===== src/rtl/rr_pkg.sv =====
package rr_pkg;

    localparam int unsigned RR_COPIES = 5;

    typedef enum logic [0:0] {
        ALM_IDLE = 1'b0,
        ALM_SET  = 1'b1
    } alarm_state_e;

    function automatic int unsigned rr_popcount(input logic [RR_COPIES-1:0] v);
        int unsigned n;
        n = 0;
        for (int i = 0; i < RR_COPIES; i++) begin
            n += int'(v[i]);
        end
        return n;
    endfunction

endpackage


===== src/rtl/rr_vote_cell.sv =====
module rr_vote_cell #(
    parameter int unsigned COPIES  = rr_pkg::RR_COPIES,
    parameter logic        RST_BIT = 1'b0
) (
    input  logic              clk,
    input  logic              rst_n,
    input  logic              wr_en,
    input  logic              wr_bit,
    input  logic [COPIES-1:0] flip_mask,
    output logic              voted
);
    localparam int unsigned MAJ = COPIES / 2 + 1;

    logic [COPIES-1:0] copy_q;
    logic [COPIES-1:0] base_d;

    // majority of the stored copies
    always_comb begin
        voted = (rr_pkg::rr_popcount(copy_q) >= MAJ);
    end

    // write has priority over scrub-back
    always_comb begin
        base_d = wr_en ? {COPIES{wr_bit}} : {COPIES{voted}};
    end

    for (genvar c = 0; c < COPIES; c++) begin : g_copy
        always_ff @(posedge clk or negedge rst_n) begin
            if (!rst_n) begin
                copy_q[c] <= RST_BIT;
            end else begin
                copy_q[c] <= base_d[c] ^ flip_mask[c];
            end
        end
    end

    AST_SCRUB_UNIFORM: assert property (@(posedge clk) disable iff (!rst_n)
        (!wr_en && flip_mask == '0) |=> (copy_q == '0 || copy_q == '1)) else $error("scrub");
    AST_SCRUB_STABLE: assert property (@(posedge clk) disable iff (!rst_n)
        (!wr_en && flip_mask == '0) |=> $stable(voted)) else $error("stable");
    AST_WRITE_LOAD: assert property (@(posedge clk) disable iff (!rst_n)
        (wr_en && flip_mask == '0) |=> (voted == $past(wr_bit))) else $error("wr");

endmodule


===== src/rtl/rr_inject_dec.sv =====
module rr_inject_dec #(
    parameter int unsigned NBITS  = 9,
    parameter int unsigned COPIES = rr_pkg::RR_COPIES,
    parameter int unsigned SELW   = 4
) (
    input  logic              inj_en,
    input  logic [SELW-1:0]   inj_sel,
    input  logic [COPIES-1:0] inj_mask,
    output logic [COPIES-1:0] flip [NBITS]
);
    for (genvar b = 0; b < NBITS; b++) begin : g_dec
        always_comb begin
            flip[b] = (inj_en && inj_sel == SELW'(b)) ? inj_mask : '0;
        end
    end
endmodule


===== src/rtl/rr_alarm_fsm.sv =====
module rr_alarm_fsm (
    input  logic clk,
    input  logic rst_n,
    input  logic detect,
    input  logic err_clr,
    output logic alarm
);
    import rr_pkg::*;

    alarm_state_e state_q, state_d;

    always_ff @(posedge clk or negedge rst_n) begin
        if (!rst_n) begin
            state_q <= ALM_IDLE;
        end else begin
            state_q <= state_d;
        end
    end

    always_comb begin
        state_d = state_q;
        unique case (state_q)
            ALM_IDLE: if (detect)              state_d = ALM_SET;  // raise
            ALM_SET:  if (err_clr && !detect)  state_d = ALM_IDLE; // release
            default:                           state_d = ALM_IDLE;
        endcase
    end

    always_comb begin
        alarm = (state_q == ALM_SET);
    end

    AST_RAISE: assert property (@(posedge clk) disable iff (!rst_n)
        detect |=> alarm) else $error("raise");
    AST_STICKY: assert property (@(posedge clk) disable iff (!rst_n)
        (alarm && !err_clr) |=> alarm) else $error("sticky");
    AST_CLR_LOSES: assert property (@(posedge clk) disable iff (!rst_n)
        (alarm && err_clr && detect) |=> alarm) else $error("clr");

endmodule


===== src/rtl/rr_field.sv =====
module rr_field #(
    parameter int unsigned       WIDTH   = 8,
    parameter logic [WIDTH-1:0]  RST_VAL = 8'hA5,
    parameter int unsigned       SELW    = $clog2(WIDTH + 1)
) (
    input  logic                         clk,
    input  logic                         rst_n,
    input  logic                         wr_en,
    input  logic [WIDTH-1:0]             wr_data,
    output logic [WIDTH-1:0]             rd_data,
    input  logic                         inj_en,
    input  logic [SELW-1:0]              inj_sel,
    input  logic [rr_pkg::RR_COPIES-1:0] inj_mask,
    input  logic                         err_clr,
    output logic                         uncorr_err
);
    import rr_pkg::*;

    localparam int unsigned NBITS = WIDTH + 1;
    localparam logic [NBITS-1:0] RST_EXT = {^RST_VAL, RST_VAL};

    logic [NBITS-1:0]     wr_ext;
    logic [NBITS-1:0]     voted;
    logic [RR_COPIES-1:0] flip [NBITS];
    logic                 mismatch;

    always_comb begin
        wr_ext = {^wr_data, wr_data};
    end

    rr_inject_dec #(
        .NBITS  (NBITS),
        .COPIES (RR_COPIES),
        .SELW   (SELW)
    ) u_dec (
        .inj_en   (inj_en),
        .inj_sel  (inj_sel),
        .inj_mask (inj_mask),
        .flip     (flip)
    );

    for (genvar b = 0; b < NBITS; b++) begin : g_bit
        rr_vote_cell #(
            .COPIES  (RR_COPIES),
            .RST_BIT (RST_EXT[b])
        ) u_cell (
            .clk       (clk),
            .rst_n     (rst_n),
            .wr_en     (wr_en),
            .wr_bit    (wr_ext[b]),
            .flip_mask (flip[b]),
            .voted     (voted[b])
        );
    end

    always_comb begin
        rd_data  = voted[WIDTH-1:0];
        mismatch = (^voted[WIDTH-1:0]) != voted[WIDTH];
    end

    rr_alarm_fsm u_alarm (
        .clk     (clk),
        .rst_n   (rst_n),
        .detect  (mismatch),
        .err_clr (err_clr),
        .alarm   (uncorr_err)
    );

    AST_WRITE_VISIBLE: assert property (@(posedge clk) disable iff (!rst_n)
        (wr_en && !inj_en) |=> (rd_data == $past(wr_data))) else $error("wv");
    AST_WRITE_PARITY: assert property (@(posedge clk) disable iff (!rst_n)
        (wr_en && !inj_en) |=> !mismatch) else $error("wp");

endmodule


===== config.mk =====
export PLATFORM = sky130hd
export DESIGN_NAME = rr_field
export DESIGN_NICKNAME = d
export VERILOG_FILES = /design/src/rtl/rr_pkg.sv /design/src/rtl/rr_vote_cell.sv /design/src/rtl/rr_inject_dec.sv /design/src/rtl/rr_alarm_fsm.sv /design/src/rtl/rr_field.sv
export SDC_FILE = /design/constraint.sdc
export NUM_CORES = 1
export LEC_CHECK = 0
export ABC_CLOCK_PERIOD_IN_PS = 4550
export CORE_UTILIZATION = 62
export DETAILED_ROUTE_END_ITERATION = 6
export PLACE_DENSITY = 0.86
export SLEW_MARGIN = 25
export SYNTH_ARGS = -nofsm -noshare
export SYNTH_HDL_FRONTEND = slang
export SYNTH_SLANG_ARGS = --single-unit

===== constraint.sdc =====
create_clock -name clk -period 4.55 [get_ports clk]
set_clock_uncertainty 0.2 [all_clocks]
set_input_delay 0.455 -clock clk [delete_from_list [all_inputs] [get_ports clk]]
set_output_delay 0.455 -clock clk [all_outputs]
set_load 0.05 [all_outputs]

# [Word level (Yosys, flattened, before mapping)]
# Cells that the tools add are included.
[op_classes] n_lt_le_gt_ge=9 addsub=36 shift=0 mul=0 bitwise_logic=46 reduce_logical=14 eq_ne=9 div_mod_pow=0 n_mux=21
[ops] op="$add A32 B1 Y32" count=27
[ops] op="$ge A32 B2 Y1 const B" count=9
[ops] op="$mux W5" count=18
[ops] op="$xor A1 B1 Y1" count=45
[ops] op="$add A1 B1 Y2" count=9
[ops] op="$eq A4 B3 Y1 const B" count=4
[ops] op="$reduce_xor A8 Y1" count=2
[ops] op="$logic_and A1 B1 Y1" count=10
[ops] op="$eq A4 B2 Y1 const B" count=2
[ops] op="$eq A4 B1 Y1 const B" count=1
[ops] op="$eq A4 B4 Y1 const B" count=1
[ops] op="$logic_not A4 Y1" count=1
[ops] op="$mux W1" count=2
[ops] op="$pmux W1 S2" count=1
[ops] op="$logic_not A1 Y1" count=1
[ops] op="$ne A1 B1 Y1" count=1
[ops] op="$not A1 Y1" count=1
[totals] mem_count=0 rom_bits=0 inputBits=22 latchBits=0 out_inout_bits=9 wordCells=181 ram_bits=0 regBits=46

# [Depth between registers and ports, before layout]
[logic_depth] word_depth=11 mapped_depth=11 depth_no_buf=11

# [By module]
# Synthesis repeated with hierarchy kept, for this count alone.
[unflattened] hier_cells=322 hier_area_um2=3444.6
[by_module_without_submodules] module="rr_vote_cell (g_bit[1].u_cell ...)" area_each_um2=309.0 instances=5 cells_each=25
[by_module_without_submodules] module="rr_vote_cell (g_bit[0].u_cell ...)" area_each_um2=315.3 instances=4 cells_each=25
[by_module_without_submodules] module="rr_inject_dec" area_each_um2=397.9 instances=1 cells_each=72
[by_module_without_submodules] module="rr_field" area_each_um2=203.9 instances=1 cells_each=22
[by_module_without_submodules] module="rr_alarm_fsm" area_each_um2=36.3 instances=1 cells_each=3

# [Least setup slack after synthesis]
# No wires, ideal clock.
[synth_timing] kind="reg-to-reg" from="register g_bit[0].u_cell.copy_q[0]" to="register u_alarm.state_q, in the netlist u_alarm.alarm" synth_period_minus_slack_ns=3.037 n_path_buf=0 stages_incl_launch_ff=12 required_ns=4.274 arrival_ns=2.761 setup_slack_ns=1.513 cell_sequence="dfstp_2 > ha_1 > inv_1 > fa_1 > inv_1 > ha_1 > fa_1 > a21o_1 > xor2_1 > xnor3_1 > xnor3_1 > o21ai_1"
[synth_via] elab_chain_cells=11 elab_cells_between_ends=12
[synth_rtl] item="start: declaration" line_no="rr_vote_cell.sv:14" source="logic [COPIES-1:0] copy_q;"
[synth_rtl] item="start signal: indexed assignment" line_no="rr_vote_cell.sv:32" source="copy_q[c] <= base_d[c] ^ flip_mask[c];"
[synth_rtl] item="$add A1 B1 Y2 *" line_no="rr_pkg.sv:14" source="n += int'(v[i]);"
[synth_rtl] item="$add A32 B1 Y32 * (3 in series)" line_no="rr_pkg.sv:14"
[synth_rtl] item="$ge A32 B2 Y1 *" line_no="rr_vote_cell.sv:19" source="voted = (rr_pkg::rr_popcount(copy_q) >= MAJ);"
[synth_rtl] item="via g_bit[0].u_cell.voted" line_no="rr_vote_cell.sv:10" source="output logic voted"
[synth_rtl] item="$reduce_xor A8 Y1 *" line_no="rr_field.sv:58" source="mismatch = (^voted[WIDTH-1:0]) != voted[WIDTH];"
[synth_rtl] item="$ne A1 B1 Y1 *" line_no="rr_field.sv:58"
[synth_rtl] item="$logic_not A1 Y1" line_no="rr_alarm_fsm.sv:24" source="ALM_SET: if (err_clr && !detect) state_d = ALM_IDLE;"
[synth_rtl] item="$logic_and A1 B1 Y1" line_no="rr_alarm_fsm.sv:24"
[synth_rtl] item="$mux W1" line_no="rr_alarm_fsm.sv:24"
[synth_rtl] item="$pmux W1 S2 *" line_no="rr_alarm_fsm.sv:22" source="unique case (state_q)"
[synth_rtl] item="via u_alarm.state_d" line_no="rr_alarm_fsm.sv:10" source="alarm_state_e state_q, state_d;"
[synth_rtl] item="end signal: assignment" line_no="rr_alarm_fsm.sv:16" source="state_q <= state_d;"
[synth_rtl] item="end: declaration" line_no="rr_alarm_fsm.sv:10"
# The timed path passes the listed nets; every way through them passes the cells marked *.

# [Worst setup path after layout]
[layout_timing] from="register g_bit[7].u_cell.copy_q[0]" to="output port rd_data[7]"
[layout_via] elab_chain_cells=5
[layout_rtl] item="start: declaration" line_no="rr_vote_cell.sv:14"
[layout_rtl] item="start signal: indexed assignment" line_no="rr_vote_cell.sv:32"
[layout_rtl] item="$add A1 B1 Y2" line_no="rr_pkg.sv:14"
[layout_rtl] item="$add A32 B1 Y32 (3 in series)" line_no="rr_pkg.sv:14"
[layout_rtl] item="$ge A32 B2 Y1" line_no="rr_vote_cell.sv:19"
[layout_rtl] item="end: declaration" line_no="rr_field.sv:10" source="output logic [WIDTH-1:0] rd_data,"
# No other way between the ends.

==> results.ini <==
[sta]
fmax_mhz=243
maxSlewViolCount=0
period_share=0.906
fin_tns_setup_ns=0
finalHoldViolCount=0
max-slew-margin-rel=0.513
setup_viol=0
worst_pin_slew_ns=0.723
grt_setup_unrepaired=false
timing.final.crit_period_ns=4.12
worst_hold_slack_ns=0.321

[yosys]
yosys_most_used_dff=dfrtp_1
synth_area_leader_cell=dfrtp_1
yosys.area_share.simple=0.0870
synth-xor-area-share=0.178
syn_avg_cell_area_sq_um=10.5
yosys_warnings=0
yosysSeqAreaShare=0.387
ys_ff_latch=46
syn_nets=348
synth_area_leaders=dfrtp_1 21%, dfstp_2 17%, fa_1 12%
synth-async-reset-ratio=1.00
synth_edf_count=0
synth_top_family_by_area=adder cells
syn_area_sq_um=3040
postSynthCellCount=290
synth_most_common_cell=inv_1
synth-adder-area-share=0.193
synth_cell_types=27
synth_commonest_cells=58 x inv_1, 47 x nand2_1, 32 x xnor2_1
synth_mux_area_frac=0.0359
synth_top_area_share=0.214
synth_compound_area_frac=0.0190

[final_layout]
drive_gt1_frac=0.117
regArea_sq_um=1180
post-route-util=0.725
synthToLayoutAreaGrowth_pct=12.9
nets=372
n_antenna_cell=0
fill_cells=328
multiInputGateArea_sq_um=1560

[route]
num_vias=1887
drtIter0Drc=103
vias_per_cell=4.94
wl_microns=5120
drc_errors=0
dr.pass1.iters=4
detail_route.wl_per_cell_microns=13.4
antenna_left=0

[grt]
grt_usage=0.236
grt_max_degree=47
grt_pass1_vias=1957
grt.overflow.total=0
antenna_found_initial=0
grt_pass1_wl_microns=8870

[hold_path]
hold_path_end=u_alarm.alarm$_DFF_PN0_
holdPathStages=2
hold_path_startpoint=u_alarm.alarm$_DFF_PN0_
hp-class=flop to flop

[clocking]
cts_tree=yes
h-tree-depth=2
clk_pin_slew_ns=0.08
ctsHoldBuffers=0
cts_setup_buffers=0
numCtsBuffers=5
cts_buffer_depth=2
cts.repair.resized=0
cts_root_buf=clkbuf_8
worst_skew_pair.late_latency_ns=0.30
cts_sinks=46

[floorplan]
die_w_microns=72.0
rows=25
core-area_sq_um=4720
die_h_microns=72.0
die_area_sq_um=5180
io_pins=31
initial_core_util=0.643

[worst_setup_path]
r2r-start=g_bit[0].u_cell.copy_q[0]$_DFF_PN1_
critPathMaxFanout=3
cp-end-kind=output pin
worstPathRequired_ns=3.89
worstSetupStartpoint=g_bit[7].u_cell.copy_q[0]$_DFF_PN1_
arrival_ns=3.47
reg2reg_to=u_alarm.alarm$_DFF_PN0_
reg2reg_slack_ns=1.27
criticalPathCategory=flop to output pin
critPathLaunchType=flop
rr_worst_depth=11

[place]
dpl.hpwl_microns=4030
io_buffers=30
gp_congestion=0.801

[run_status]
outcome=finished clean

[flow_run]
maxCapViolCount=0

state kept, by name (all words and copies together), names as in the netlist:
register and flops:
g_bit.u_cell.copy_q 45, u_alarm.alarm 1
worst max path at each step:
stage	endpoint	slack (ns)	depth (start not counted)
5_1_grt	rd_data[7]	0.22	9
6_report	rd_data[7]	0.43	9
4_1_cts	rd_data[7]	0.41	9
3_3_place_gp	rd_data[7]	0.80	9
2_1_floorplan	u_alarm.alarm$_DFF_PN0_	1.51	11
3_5_place_dp	rd_data[7]	0.73	9
layer usage:
| layer | GRT usage | up-vias | wire length [microns] |
|---|---|---|---|
| met4 | 0.118 | 0 | 175 |
| met3 | 0.0556 | 22 | 275 |
| li1 | - | 899 | - |
| met1 | 0.285 | 910 | 2050 |
| met2 | 0.397 | 56 | 2620 |
| met5 | 0 | - | 0 |
metrics by stage:
step	cells	instance area [sq um]	setup slack (ns)
2_1_floorplan	290	3040	1.51
3_3_place_gp	373	3330	0.802
3_5_place_dp	373	3330	0.729
4_1_cts	381	3410	0.410
5_1_grt	382	3430	0.222
6_report	382	3430	0.427
critical path, stage by stage (launching register included):
cell	delay (ns)
dfstp_2	0.52
ha_1	0.21
inv_1	0.07
fa_1	0.42
inv_1	0.07
ha_1	0.13
inv_1	0.05
fa_1	0.43
o21ai_0	0.38
clkdlybuf4s50_1	0.89
cell families (layout without fill, tap and decap cells):
family / count (synthesis) / in the layout
AOI/OAI and AO/OA: 10 / 10
xor gates and xnor gates: 57 / 57
adders and majority gates: 36 / 36
buffers and inverters: 72 / 97
DFF: 46 / 46
muxes: 9 / 9
and+or+nand+nor: 60 / 60
cells in the final DEF (no fill, tap or decap), types with 2 or more instances in the layout:
cell type         n
a21o_1            3
clkbuf_1          2
clkbuf_8          5
clkdlybuf4s50_1  29
dfrtp_1          26
dfstp_2          20
fa_1             18
ha_1             18
inv_1            58
mux2_2            5
mux2i_1           3
nand2_1          47
nor2_1            5
nor2_2            2
o21ai_1           6
xnor2_1          32
xnor3_1           2
xor2_1           22
area by class of cell:
| class | count | area share |
|---|---|---|
| Sequential cell | 46 | 0.343 |
| Clock inverter | 1 | 0.00183 |
| Inverter | 58 | 0.0636 |
| Tap cell | 67 | 0.0245 |
| Clock buffer | 7 | 0.0223 |
| Timing Repair Buffer | 31 | 0.0898 |
| Multi-Input combinational cell | 172 | 0.455 |
Power is not shown: default switching activity piles up to over one toggle a cycle in this logic, so the estimate is an artifact.
